### src/rtl/fdiv_pkg.sv
package fdiv_pkg;

  // Decoded ratio: terminal count of the short period, plus a flag for the
  // alternating half-step mode (the long period ends one count later).
  typedef struct packed {
    logic       legal;
    logic       frac;
    logic [3:0] term;
  } ratio_t;

  typedef struct packed {
    logic       src;
    logic [2:0] ext;
    logic [1:0] base;
  } cfg_t;

  localparam cfg_t CFG_RESET = '{src: 1'b0, ext: 3'd0, base: 2'd0};

endpackage

### src/rtl/fdiv_ratio_decode.sv
module fdiv_ratio_decode
  import fdiv_pkg::*;
(
  input  logic [2:0] ext,
  input  logic [1:0] base,
  output ratio_t     ratio
);

  always_comb begin
    ratio = '{legal: 1'b1, frac: 1'b0, term: 4'd1};
    case (ext)
      3'd0: begin
        case (base)
          2'd0:    ratio.term = 4'd1;
          2'd1:    ratio.term = 4'd3;
          2'd2:    ratio.term = 4'd7;
          default: ratio.legal = 1'b0;
        endcase
      end
      3'd1: begin
        ratio.term = 4'd1;
        ratio.frac = 1'b1;
      end
      3'd2:    ratio.term = 4'd2;
      3'd3:    ratio.term = 4'd4;
      3'd4:    ratio.term = 4'd5;
      default: ratio.legal = 1'b0;
    endcase
  end

endmodule

### src/rtl/fdiv_src_mux.sv
module fdiv_src_mux #(
  parameter int N_SRC = 2,
  localparam int SEL_W = (N_SRC > 1) ? $clog2(N_SRC) : 1
) (
  input  logic [N_SRC-1:0] en_vec,
  input  logic [SEL_W-1:0] sel,
  output logic             en
);

  always_comb begin
    en = 1'b0;
    for (int i = 0; i < N_SRC; i++) begin
      if (sel == SEL_W'(i)) en = en_vec[i];
    end
  end

endmodule

### src/rtl/fdiv_pacer.sv
module fdiv_pacer
  import fdiv_pkg::*;
#(
  parameter int CNT_W = 4
) (
  input  logic   clk,
  input  logic   rst,
  input  logic   gate,
  input  logic   en,
  input  cfg_t   cfg_live,
  input  ratio_t ratio_act,
  output cfg_t   cfg_act,
  output logic   tick
);

  logic             armed_q;
  logic             phase_q;
  logic [CNT_W-1:0] cnt_q;
  logic [CNT_W-1:0] term_now;
  logic             reload;

  assign term_now = CNT_W'(ratio_act.term) + CNT_W'(ratio_act.frac & phase_q);
  assign reload   = armed_q | ~ratio_act.legal;

  always_ff @(posedge clk) begin
    if (rst) begin
      armed_q <= 1'b1;
      phase_q <= 1'b0;
      cnt_q   <= '0;
      tick    <= 1'b0;
      cfg_act <= CFG_RESET;
    end else if (gate) begin
      armed_q <= 1'b1;
      phase_q <= 1'b0;
      cnt_q   <= '0;
      tick    <= 1'b0;
    end else if (reload) begin
      armed_q <= 1'b0;
      phase_q <= 1'b0;
      cnt_q   <= '0;
      tick    <= 1'b0;
      cfg_act <= cfg_live;
    end else if (en) begin
      if (cnt_q == term_now) begin
        tick    <= 1'b1;
        cnt_q   <= '0;
        phase_q <= ratio_act.frac ? ~phase_q : 1'b0;
        cfg_act <= cfg_live;
      end else begin
        tick  <= 1'b0;
        cnt_q <= cnt_q + 1'b1;
      end
    end else begin
      tick <= 1'b0;
    end
  end

endmodule

### src/rtl/frac_clk_prescaler.sv
module frac_clk_prescaler
  import fdiv_pkg::*;
#(
  parameter int CNT_W = 4
) (
  input  logic       clk,
  input  logic       rst,
  input  logic       src_a_en,
  input  logic       src_b_en,
  input  logic       src_sel,
  input  logic [2:0] ext_ratio,
  input  logic [1:0] base_ratio,
  input  logic       gate_off,
  output logic       tick_o,
  output logic       bad_cfg_o
);

  cfg_t   cfg_live;
  cfg_t   cfg_act;
  ratio_t ratio_act;
  logic   sel_en;

  assign cfg_live = '{src: src_sel, ext: ext_ratio, base: base_ratio};

  fdiv_ratio_decode u_dec (
    .ext   (cfg_act.ext),
    .base  (cfg_act.base),
    .ratio (ratio_act)
  );

  fdiv_src_mux #(.N_SRC(2)) u_mux (
    .en_vec ({src_b_en, src_a_en}),
    .sel    (cfg_act.src),
    .en     (sel_en)
  );

  fdiv_pacer #(.CNT_W(CNT_W)) u_pace (
    .clk       (clk),
    .rst       (rst),
    .gate      (gate_off),
    .en        (sel_en),
    .cfg_live  (cfg_live),
    .ratio_act (ratio_act),
    .cfg_act   (cfg_act),
    .tick      (tick_o)
  );

  assign bad_cfg_o = ~ratio_act.legal;

endmodule

### config.mk
export PLATFORM = sky130hd
export DESIGN_NAME = frac_clk_prescaler
export DESIGN_NICKNAME = d
export VERILOG_FILES = /design/src/rtl/fdiv_pkg.sv /design/src/rtl/fdiv_ratio_decode.sv /design/src/rtl/fdiv_src_mux.sv /design/src/rtl/fdiv_pacer.sv /design/src/rtl/frac_clk_prescaler.sv
export SDC_FILE = /design/constraint.sdc
export NUM_CORES = 1
export LEC_CHECK = 0
export ABC_AREA = 1
export ABC_CLOCK_PERIOD_IN_PS = 5700
export BUFFER_PORTS_ARGS = -buffer_cell sky130_fd_sc_hd__buf_2
export CAP_MARGIN = 40
export CORE_MARGIN = 4
export CORE_UTILIZATION = 58
export DETAILED_ROUTE_END_ITERATION = 6
export PLACE_DENSITY = 0.81
export SYNTH_ARGS = -nofsm -noshare
export SYNTH_HDL_FRONTEND = slang
export SYNTH_SLANG_ARGS = --single-unit
export TNS_END_PERCENT = 10
### constraint.sdc
create_clock -name clk -period 5.7 [get_ports clk]
set_input_delay 0 -clock clk [delete_from_list [all_inputs] [get_ports clk]]
set_output_delay 0 -clock clk [all_outputs]
set_load 0.02 [all_outputs]
# Yosys cells after proc, flatten, opt, wreduce, memory -nomap -nowiden
# Cells that the tools add are included.
[totals]
ff_bits = 13
wordCells = 45
output_inout_bits = 2
[op_classes]
reduce_logical = 11
eq_ne = 7
add_sub_neg = 2
n_mux = 12
bitwise = 6
[ops]
columns = ["operator", "count"]
rows = [
  ["$mux 6", 3],
  ["$pmux 3 s4", 1],
  ["$reduce_or 4->1", 2],
  ["$eq 3x2->1 const B", 2],
  ["$pmux 3 s2", 1],
  ["$reduce_or 3->1", 2],
  ["$mux 1", 5],
  ["$add 3x4->4", 1],
  ["$add 4x1->4 const B", 1],
  ["$eq 4x4->1", 1],
  ["$mux 4", 1],
  ["$not 1->1", 4],
  ["$reduce_bool 2->1", 2],
  ["$eq 3x1->1 const B", 1],
  ["$eq 3x3->1 const B", 1],
  ["$logic_not 3->1", 1],
  ["$reduce_and 3->1", 1],
  ["$eq 2x1->1 const B", 1],
  ["$eq 2x2->1 const B", 1],
  ["$logic_not 2->1", 1],
  ["$pmux 1 s2", 1],
  ["$reduce_and 2->1", 1],
  ["$reduce_or 2->1", 1],
  ["$and 1x1->1", 1],
  ["$or 1x1->1", 1],
]

# Depth between registers and ports, before layout
# Gate-level depths: netlist of the first run.
[depth]
word_depth = 8
ltp_mapped = 19

# Modules after synthesis
# A second synthesis of the first run with hierarchy kept.
[unflattened]
hier_cells = 130
hier_area_um2 = 818.3
[by_module_without_submodules]
columns = ["module", "area_per_inst_um2", "seq_area_each_um2", "instances", "cells_per_inst"]
rows = [
  ["fdiv_pacer", 698.2, 260.2, 1, 105],
  ["fdiv_ratio_decode", 101.3, 0.0, 1, 20],
  ["fdiv_src_mux", 15.0, 0.0, 1, 4],
  ["frac_clk_prescaler", 3.8, 0.0, 1, 1],
]

# Worst setup path before layout of the first run
# No wires, ideal clock.
[synth_path]
kind = "register to register"
from = "reg u_pace.cfg_act[0] (netlist name)"
to = "reg u_pace.cfg_act[0] (netlist name)"
stages_incl_launch_ff = 16
setup_slack_ps = 3733
t_arrival_ps = 1852
period_less_slack_ps = 1967
path_cell_list = "dfxtp_1 > inv_1 > ha_1 > nand2_1 > nand2_2 > inv_1 > ha_1 > xnor2_1 > nand3_1 > nor2_2 > nand2_2 > nand2_4 > buf_6 > nand3_2 > nand2_1 > nor2_1"
[synth_via]
elab_chain_len = 8
word_cells_on_any_way = 16
classes_between = "1 x add/sub; 3 x eq/ne; 5 x mux; 2 x bitwise; 5 x reduce/logical"
[synth_rtl]
columns = ["item"]
rows = [
  ["branches (longest 8 deep; another with $add 3x4->4)"],
]
# Parallel ways; which one is timed is not known.
# A chain may end at the register's enable or synchronous reset.

# Worst setup path after layout of the first run
[layout_path]
from = "reg u_pace.cfg_act[0] (netlist name)"
to = "reg u_pace.cfg_act[3] (netlist name)"
[layout_via]
elab_chain_len = 8
word_cells_on_any_way = 16
classes_between = "1 x add/sub; 3 x eq/ne; 5 x mux; 2 x bitwise; 5 x reduce/logical"
[layout_rtl]
columns = ["item"]
rows = [
  ["branches (longest 8 deep; another with $add 3x4->4)"],
]
# Parallel ways; which one is timed is not known.

==> out/metrics.yaml, run 1 <==
syn-num-nets: 139
antenna_found_initial: 0
finalMaxSlewViolations: 0
synth-xor-area-share_pct: 3.14
min_period_over_period_pct: 36.6
synthAdderAreaFrac_pct: 7.49
hp-start: "base_ratio[1]"
hold_depth: 5
ys_top_cells_by_count: "nand2_1 (26), inv_1 (24), nor2_1 (16), dfxtp_1 (13), a21oi_1 (9)"
core-area_sq_um: 1330
synth-seq-cells: 13
finalSetupViolCount: 0
clock_skew_ns: 0.00776
hold_path_end: "u_pace.cfg_act[1]$_SDFFE_PP0P_"
power_uw: 202
yosysMostFrequentCell: "nand2_1"
cts_buffers: 3
area_growth_pct: 9.73
syn_avg_cell_area_sq_um: 6.80
synth_compound_area_share_pct: 7.63
ios: 13
synthMuxAreaShare_pct: 0
fin_tns_setup_ns: 0
yosys.area_share.simple_pct: 36.8
postLayoutCoreUtil_pct: 68.8
path_clk_slew_ns: 0.09
reg2reg_slack_ns: 3.62
clock_path_buffers: 2
fp.dieArea_sq_um: 2110
yosysSeqAreaShare_pct: 31.1
critPathArrivalTime_ns: 2.26
drt_iter0_drc: 7
min_period_ns: 2.08
worstMarginPinSlew_ns: 0.433
leakage_nw: 0.473
critPathMaxFanout: 12
start_util_pct: 62.7
worst_ir_drop_vdd_mv: 0.168
r2r_end: "u_pace.cfg_act[3]$_SDFFE_PP0P_"
synthArstFlopShare_pct: 0
htreeDepth: 1
grt_util_all_layers_pct: 17.4
wire_per_inst_um: 9.43
slew_headroom_pct: 71.1
clock_latency_ns: 0.28
crit_path_start_kind: "flip-flop"
rsz0062_at_grt: "false"
synth_area_leaders: "dfxtp_1 (31%), nand2_1 (12%), inv_1 (11%)"
cts_hold_buffers: 0
die_w_um: 46.0
cts.sinks: 13
yosysUniqueCellTypes: 21
rr_startpoint: "u_pace.cfg_act[0]$_SDFFE_PP0P_"
synth-main-ff-cell: "dfxtp_1"
grt_pass1_vias: 642
vias: 704
drive_gt1_share_pct: 20.4
fmax_mhz: 480
max_cap_viol_count: 0
first_pass_iters: 3
crit_required_ns: 5.88
endpoint_kind: "flip-flop"
p_per_area_nw_per_um2: 220
dp_hpwl_um: 1140
drc: 0
holdWs_ns: 0.0200
fp.dieH_um: 46.0
io_buffer_count: 12
grt_overflow: 0
grt_pass1_wl_um: 2660
drt-vias-per-instance: 4.63
finalWeightedCongestion: 0.758
grt_max_degree: 14
cts-root-buf: "clkbuf_4"
num-nets-final: 154
tritoncts: "built"
num_rows: 13
yosys.area.top_type: "dfxtp_1"
hold_viol_final: 0
hold_path.class: "in -> reg"
antenna-diode-count: 0
synthCells: 123
critPathKind: "reg -> reg"
synth-edff-count: 0
ant_nets: 0
synth_area_sq_um: 836
status: "finished clean"
synth_top_area_share_pct: 31.1
ys_warn_count: 0
cts_repair_resize_count: 0
routed_wl_um: 1430
post-cts-setup-buffer-count: 0
synth_top_family_by_area: "simple AND/OR/NAND/NOR gates"
reg2reg_depth: 14
stage by stage:
step	cells	setup WS, ns	cell area, sq um
floorplan	123	3.73	836
global placement	148	3.67	890
detailed placement	148	3.63	890
CTS	152	3.60	917
global route	152	3.40	917
finish	152	3.62	917
worst max-delay path, stage by stage (launching register included):
cell     delay, ns
dfxtp_1       0.36
inv_1         0.05
ha_1          0.27
nand2_1       0.06
nand2_2       0.08
inv_1         0.05
ha_1          0.30
xnor2_1       0.14
nand3_1       0.10
nor2_2        0.13
nand2_2       0.09
nand2_4       0.15
nand3_2       0.07
nand2_1       0.08
nor2_1        0.05
worst max path at each step:
stage | endpoint | startpoint
floorplan | u_pace.cfg_act[0]$_SDFFE_PP0P_ | u_pace.cfg_act[0]$_SDFFE_PP0P_
CTS | u_pace.cfg_act[3]$_SDFFE_PP0P_ | u_pace.cfg_act[0]$_SDFFE_PP0P_
finish | u_pace.cfg_act[3]$_SDFFE_PP0P_ | u_pace.cfg_act[0]$_SDFFE_PP0P_
global placement | u_pace.cfg_act[5]$_SDFFE_PP0P_ | u_pace.cfg_act[0]$_SDFFE_PP0P_
detailed placement | u_pace.cfg_act[4]$_SDFFE_PP0P_ | u_pace.cfg_act[0]$_SDFFE_PP0P_
global route | u_pace.cfg_act[3]$_SDFFE_PP0P_ | u_pace.cfg_act[0]$_SDFFE_PP0P_
state kept, by name, indices dropped and copies added, names as in the netlist:
name / flops
u_pace.phase_q: 1
u_pace.cnt_q: 4
u_pace.armed_q: 1
u_pace.tick: 1
u_pace.cfg_act: 6
power breakdown:
group	total, mW	switching [mW]	leakage [nW]	internal, mW
clock	0.0574	0.0313	0.0177	0.0260
combinational	0.0450	0.0277	0.349	0.0173
sequential	0.0995	0.00434	0.107	0.0952
per-layer routing:
metal	share of wire [%]	track usage [%]	up-vias
li1	-	-	405
met1	52	23.5	288
met2	44	26.9	9
met3	3.1	4.74	2
met4	1.0	5.11	0
met5	0	0	-
cell families after synthesis:
family,Yosys count
compound gates,12
xor+xnor,3
fa+ha+maj,5
buf+inv,26
flops,13
simple gates,64
cell usage in the layout (no fill, tap or decap), drive strengths merged:
cell    count
nand2      30
inv        24
nor2       18
dfxtp      13
buf        12
nand3      11
a21oi      10
ha          5
nor3        3
clkbuf      3
o21ai       2
xnor2       2
nor4        1
xor2        1
or2         1
clkinv      1
cell type report:
cell class,instances,area (sq um)
Multi-Input combinational cell,84,460
Fill cell,116,417
Sequential cell,13,260
Inverter,24,90.1
Timing Repair Buffer,12,60.1
Clock buffer,3,22.5
Tap cell,15,18.8
Clock inverter,1,5.00
(Power assumes the default switching activity.)
==> run 2, diff against run 1 <==
- ABC_AREA: 1 -> 0
- ABC_CLOCK_PERIOD_IN_PS: 5700 -> 2100
- CORE_UTILIZATION: 58 -> 53
- PLACE_DENSITY: 0.81 -> 0.76
- clock period: 5.7 -> 2.1 ns (I/O delays scaled with it)
==> run 2 against run 1 <==
Against the previous run: the run now ends with setup timing left; maximum frequency down 3.6%; die area up 3.2%; power increased to 2.8 times the previous value; critical path depth down 6; setup slack worse by 3.7 ns; sequential power grew to 2.7 times the previous value; flip-flop and latch count unchanged; critical endpoint is now u_pace.cfg_act[1]$_SDFFE_PP0P_; highest routed layer unchanged.
==> out/metrics.yaml, run 2 <==
drive_gt1_share_pct: 34.2
area_growth_pct: 35.5
critPathTopFamily: "simple AND/OR/NAND/NOR gates"
synth_area_sq_um: 793
yosys.area.top_type: "dfxtp_1"
holdWs_ns: 0.0560
cts_buffers: 3
grt_overflow: 0
yosysUniqueCellTypes: 31
ys_warn_count: 0
synthArstFlopShare_pct: 0
violations: "setup timing"
critPathArrivalTime_ns: 2.38
synth-xor-area-share_pct: 8.83
tritoncts: "built"
routed_wl_um: 1790
ys_top_cells_by_count: "dfxtp_1 (13), nand2b_1 (11), mux2i_1 (7), xor2_1 (6), ha_1 (5)"
ios: 13
max_cap_viol_count: 0
synth_top_area_share_pct: 32.8
cp_slowest_cell: "dfxtp_1"
dp.cells: 118
worst_ir_drop_vdd_mv: 0.298
path_cells: "nor4bb_2 -> ha_2 -> ha_1 -> xor2_1 -> nor3_2 -> and3_4 -> a31oi_4 -> mux2i_1"
yosysMostFrequentCell: "dfxtp_1"
htreeDepth: 1
cts-root-buf: "clkbuf_4"
fp.dieArea_sq_um: 2180
synth_compound_area_share_pct: 9.94
slew_headroom_pct: 76.8
critPathMaxFanout: 6
num-nets-final: 131
fmax_mhz: 462
hold_path.class: "in -> reg"
yosys.area_share.simple_pct: 27.8
antenna-diode-count: 0
grt_pass1_wl_um: 2900
finalSetupViolCount: 6
synth_top_family_by_area: "simple AND/OR/NAND/NOR gates"
crit_path_start_kind: "flip-flop"
place_area_sq_um: 923
p_per_area_nw_per_um2: 526
num_rows: 13
dp_hpwl_um: 1200
core-area_sq_um: 1350
synth-seq-cells: 13
slowest_delay_ns: 0.34
clock_skew_ns: 0.00348
ant_nets: 0
synthMuxAreaShare_pct: 10.3
largest_register_ff_count: 6
drt-vias-per-instance: 5.46
rsz0062_at_grt: "true"
largest_register: "u_pace.cfg_act"
cts.sinks: 13
min_period_ns: 2.16
vias: 704
largest_registers: "u_pace.cfg_act x6, u_pace.cnt_q x4"
fin_area_sq_um: 1070
synth-main-ff-cell: "dfxtp_1"
endpoint_kind: "flip-flop"
first_pass_iters: 4
crit_required_ns: 2.31
syn-num-nets: 101
clock_latency_ns: 0.28
syn_avg_cell_area_sq_um: 9.33
fin_ws_ns: -0.0623
layout_commonest_cell: "buf_2"
die_w_um: 46.7
drt_iter0_drc: 12
fin_tns_setup_ns: -0.215
synthCells: 85
finalNonFillerCells: 129
critPathKind: "reg -> reg"
yosysSeqAreaShare_pct: 32.8
min_period_over_period_pct: 103
start_util_pct: 58.8
clock_path_buffers: 2
grt_pass1_vias: 640
finalMaxSlewViolations: 0
finalWeightedCongestion: 0.742
hold_viol_final: 0
io_buffer_count: 12
worstMarginPinSlew_ns: 0.345
synth_area_leaders: "dfxtp_1 (33%), mux2i_1 (8.8%), nand2b_1 (8.7%)"
fp.dieH_um: 46.7
synthAdderAreaFrac_pct: 7.89
drc: 0
grt_max_degree: 14
wire_per_inst_um: 13.9
layout_common_cells: "buf_2 (12), nand2b_1 (11), dfxtp_1 (10), buf_4 (8)"
cp_num_buf_inv: 0
pre_cts_slack_ns: -0.173
antenna_found_initial: 0
grt_util_all_layers_pct: 19.6
status: "finished with violations"
path_clk_slew_ns: 0.09
leakage_nw: 0.457
synth-edff-count: 0
==> run 2: cell types whose count changed in the layout (fill, tap and decap cells not counted), moves of 5 or more <==
cell	delta
a21oi_1	-7
dlygate4sd3_1	+7
buf_4	+8
nand2b_1	+11
inv_1	-21
nand3_1	-5
mux2i_1	+7
nor2_1	-12
nand2_1	-23
==> run 2: logic make-up after synthesis <==
family | count (synthesis)
simple gates | 35
buf+inv | 5
flops | 13
compound gates | 11
xor+xnor | 8
mux | 8
fa+ha+maj | 5
==> run 2: power breakdown <==
group / internal (mW) / total (mW) / switching [mW]
Combinational: 0.0753 / 0.135 / 0.0598
Sequential: 0.257 / 0.266 / 0.00932
Clock: 0.0739 / 0.164 / 0.0903
==> run 2: layout make-up <==
class / count / area (sq um)
tap: 15 / 18.8
timing repair buffer: 27 / 190
inverter: 3 / 11.3
multi-input combinational: 67 / 564
fill: 91 / 275
clock buffer: 4 / 26.3
sequential: 13 / 264
==> run 2: tightest hold or removal path, stage by stage <==
cell	delay, ns
buf_2	0.08
mux2i_1	0.09
nand2_1	0.08
a21oi_1	0.05
==> run 2: timing repair <==
item / in CTS / in global routing
hold endpoints to repair: 7 / 0
resized for setup: 8 / 3
hold buffers: 7 / 0
pin swaps: 6 / 2
endpoints found under the setup margin: 11 / 10
setup buffers: 1 / 0
==> run 2: metrics by stage <==
step | total power, mW | utilization, %
6_report | 0.566 | 79.6
5_1_grt | 0.596 | 79.6
4_1_cts | 0.562 | 78.1
3_5_place_dp | 0.383 | 68.4
3_3_place_gp | 0.378 | 68.4
2_1_floorplan | 0.344 | -
==> run 2: path summary, 6_finish.rpt <==
kind                            slack (ns)  depth (start not counted)                      startpoint                             end
worst max-delay path                 -0.06                          8  u_pace.cfg_act[2]$_SDFFE_PP0P_  u_pace.cfg_act[1]$_SDFFE_PP0P_
worst min-delay path                  0.06                          4                        src_a_en    u_pace.cnt_q[1]$_SDFFE_PP0P_
worst min register to register        0.51                          2    u_pace.cnt_q[1]$_SDFFE_PP0P_    u_pace.cnt_q[1]$_SDFFE_PP0P_
worst max register to register       -0.06                          8  u_pace.cfg_act[2]$_SDFFE_PP0P_  u_pace.cfg_act[1]$_SDFFE_PP0P_
==> run 2: per-layer routing <==
metal | vias up | track usage, % | wire (um)
li1 | 350 | - | -
met1 | 335 | 24.4 | 763
met3 | 3 | 4.69 | 88
met5 | - | 0 | 0
met2 | 16 | 31.9 | 909
met4 | 0 | 8.29 | 25
==> run 3, diff against run 2 <==
- ABC_CLOCK_PERIOD_IN_PS: 2100 -> default
- CTS_BUF_LIST: default -> sky130_fd_sc_hd__clkbuf_4 sky130_fd_sc_hd__clkbuf_8 sky130_fd_sc_hd__clkbuf_16
==> run 3 against run 2 <==
Against the previous run: the run still ends with setup timing left; sequential power hardly changed; combinational power increased by 8%; hold slack better by 0.0038 ns; utilization rose by 3.0 points; final cell count rose by 2.3%; non-clock buffer count increased by 3; largest cell class unchanged; highest routed layer unchanged.
==> out/metrics.yaml, run 3 (synthesis gave the netlist of run 2 again) <==
clock_path_buffers: 2
drt_iter0_drc: 13
worst_ir_drop_vdd_mv: 0.290
vias: 732
grt_util_all_layers_pct: 19.9
layout_commonest_cell: "buf_2"
p_per_area_nw_per_um2: 533
cts_buffers: 3
fillers: 82
drc: 0
num-nets-final: 134
wire_per_inst_um: 14.5
drive_gt1_share_pct: 36.8
clock_latency_ns: 0.28
power_uw: 595
routed_wl_um: 1920
status: "finished with violations"
reg2reg_slack_ns: -0.08
finalWeightedCongestion: 0.742
max_cap_viol_count: 0
fin_ws_ns: -0.0768
layout_common_cells: "buf_2 (12), nand2b_1 (11), buf_4 (10), dfxtp_1 (9), dlygate4sd3_1 (7)"
dp_hpwl_um: 1200
path_clk_slew_ns: 0.09
antenna_found_initial: 0
postLayoutCoreUtil_pct: 82.6
pre_cts_slack_ns: -0.173
core-area_sq_um: 1350
grt_pass1_wl_um: 2930
first_pass_iters: 5
crit_path_start_kind: "flip-flop"
largest_register: "u_pace.cfg_act"
grt_max_degree: 14
rsz0062_at_grt: "true"
area_growth_pct: 40.5
cts-root-buf: "clkbuf_4"
critPathArrivalTime_ns: 2.38
fp.dieArea_sq_um: 2180
ant_nets: 0
fp.dieH_um: 46.7
grt_overflow: 0
htreeDepth: 1
die_w_um: 46.7
grt_pass1_vias: 643
largest_registers: "u_pace.cfg_act x6, u_pace.cnt_q x4"
critPathKind: "reg -> reg"
tritoncts: "built"
fmax_mhz: 459
fin_tns_setup_ns: -0.240
finalSetupViolCount: 6
io_buffer_count: 12
finalMaxSlewViolations: 0
min_period_over_period_pct: 104
violations: "setup timing"
min_period_ns: 2.18
crit_required_ns: 2.30
ios: 13
clock_skew_ns: 0.00160
hold_viol_final: 0
start_util_pct: 58.8
num_rows: 13
leakage_nw: 0.478
largest_register_ff_count: 6
critPathMaxFanout: 6
hold_path.class: "in -> reg"
drt-vias-per-instance: 5.55
antenna-diode-count: 0
slew_headroom_pct: 78.8
endpoint_kind: "flip-flop"
cts.sinks: 13
worstMarginPinSlew_ns: 0.315
==> run 3: final cells by class <==
class | instances | area [sq um] | share of cell area, %
tap | 15 | 18.8 | 1.68
timing repair buffer | 30 | 225 | 20.2
inverter | 3 | 11.3 | 1.01
sequential | 13 | 268 | 24.0
multi-input combinational | 67 | 562 | 50.4
clock buffer | 4 | 30.0 | 2.69
==> run 3: worst paths after layout <==
kind | to | start | cells past startpoint
setup reg to reg | u_pace.cfg_act[4]$_SDFFE_PP0P_ | u_pace.cfg_act[4]$_SDFFE_PP0P_ | 10
setup / recovery | u_pace.cfg_act[4]$_SDFFE_PP0P_ | u_pace.cfg_act[4]$_SDFFE_PP0P_ | 10
hold reg to reg | u_pace.cnt_q[1]$_SDFFE_PP0P_ | u_pace.cnt_q[1]$_SDFFE_PP0P_ | 2
hold / removal | u_pace.cnt_q[1]$_SDFFE_PP0P_ | src_a_en | 4
==> run 3: worst max-delay path, cell delays in order (launching register included) <==
cell	delay (ns)
dfxtp_4	0.38
buf_4	0.14
buf_4	0.14
a211oi_2	0.20
ha_1	0.26
xor2_1	0.17
nor3_2	0.06
and3_4	0.20
a31oi_4	0.19
buf_12	0.15
mux2i_1	0.20
==> run 3: metrics by stage <==
stage	instance area (sq um)	hold slack, ns	instances
after global routing	1110	0.0742	132
final	1110	0.0598	132
after CTS	1060	0.0595	129
after floorplan	793	0.112	85
after detailed placement	923	0.220	118
after global placement	923	0.212	118
==> run 3: what timing repair did <==
| action | CTS | global route |
|---|---|---|
| resized for setup | 8 | 5 |
| hold buffers | 7 | 0 |
| setup buffers | 1 | 3 |
| pin swaps | 6 | 10 |
| endpoints found under the setup margin | 11 | 10 |
| hold endpoints to repair | 7 | 0 |
==> run 3: metal layers <==
layer  GRT usage (%)  up-vias  part of all wire, %
met1            24.4      357                   41
met4            8.29        0                 0.31
met3            4.69        2                  3.8
met2            33.0       17                   54
met5               0        -                    0
li1                -      356                    -
==> run 3: report_power, final <==
part | total (mW) | internal [mW] | switching, mW
clock | 0.180 | 0.0865 | 0.0938
combinational | 0.146 | 0.0839 | 0.0626
sequential | 0.268 | 0.257 | 0.0108
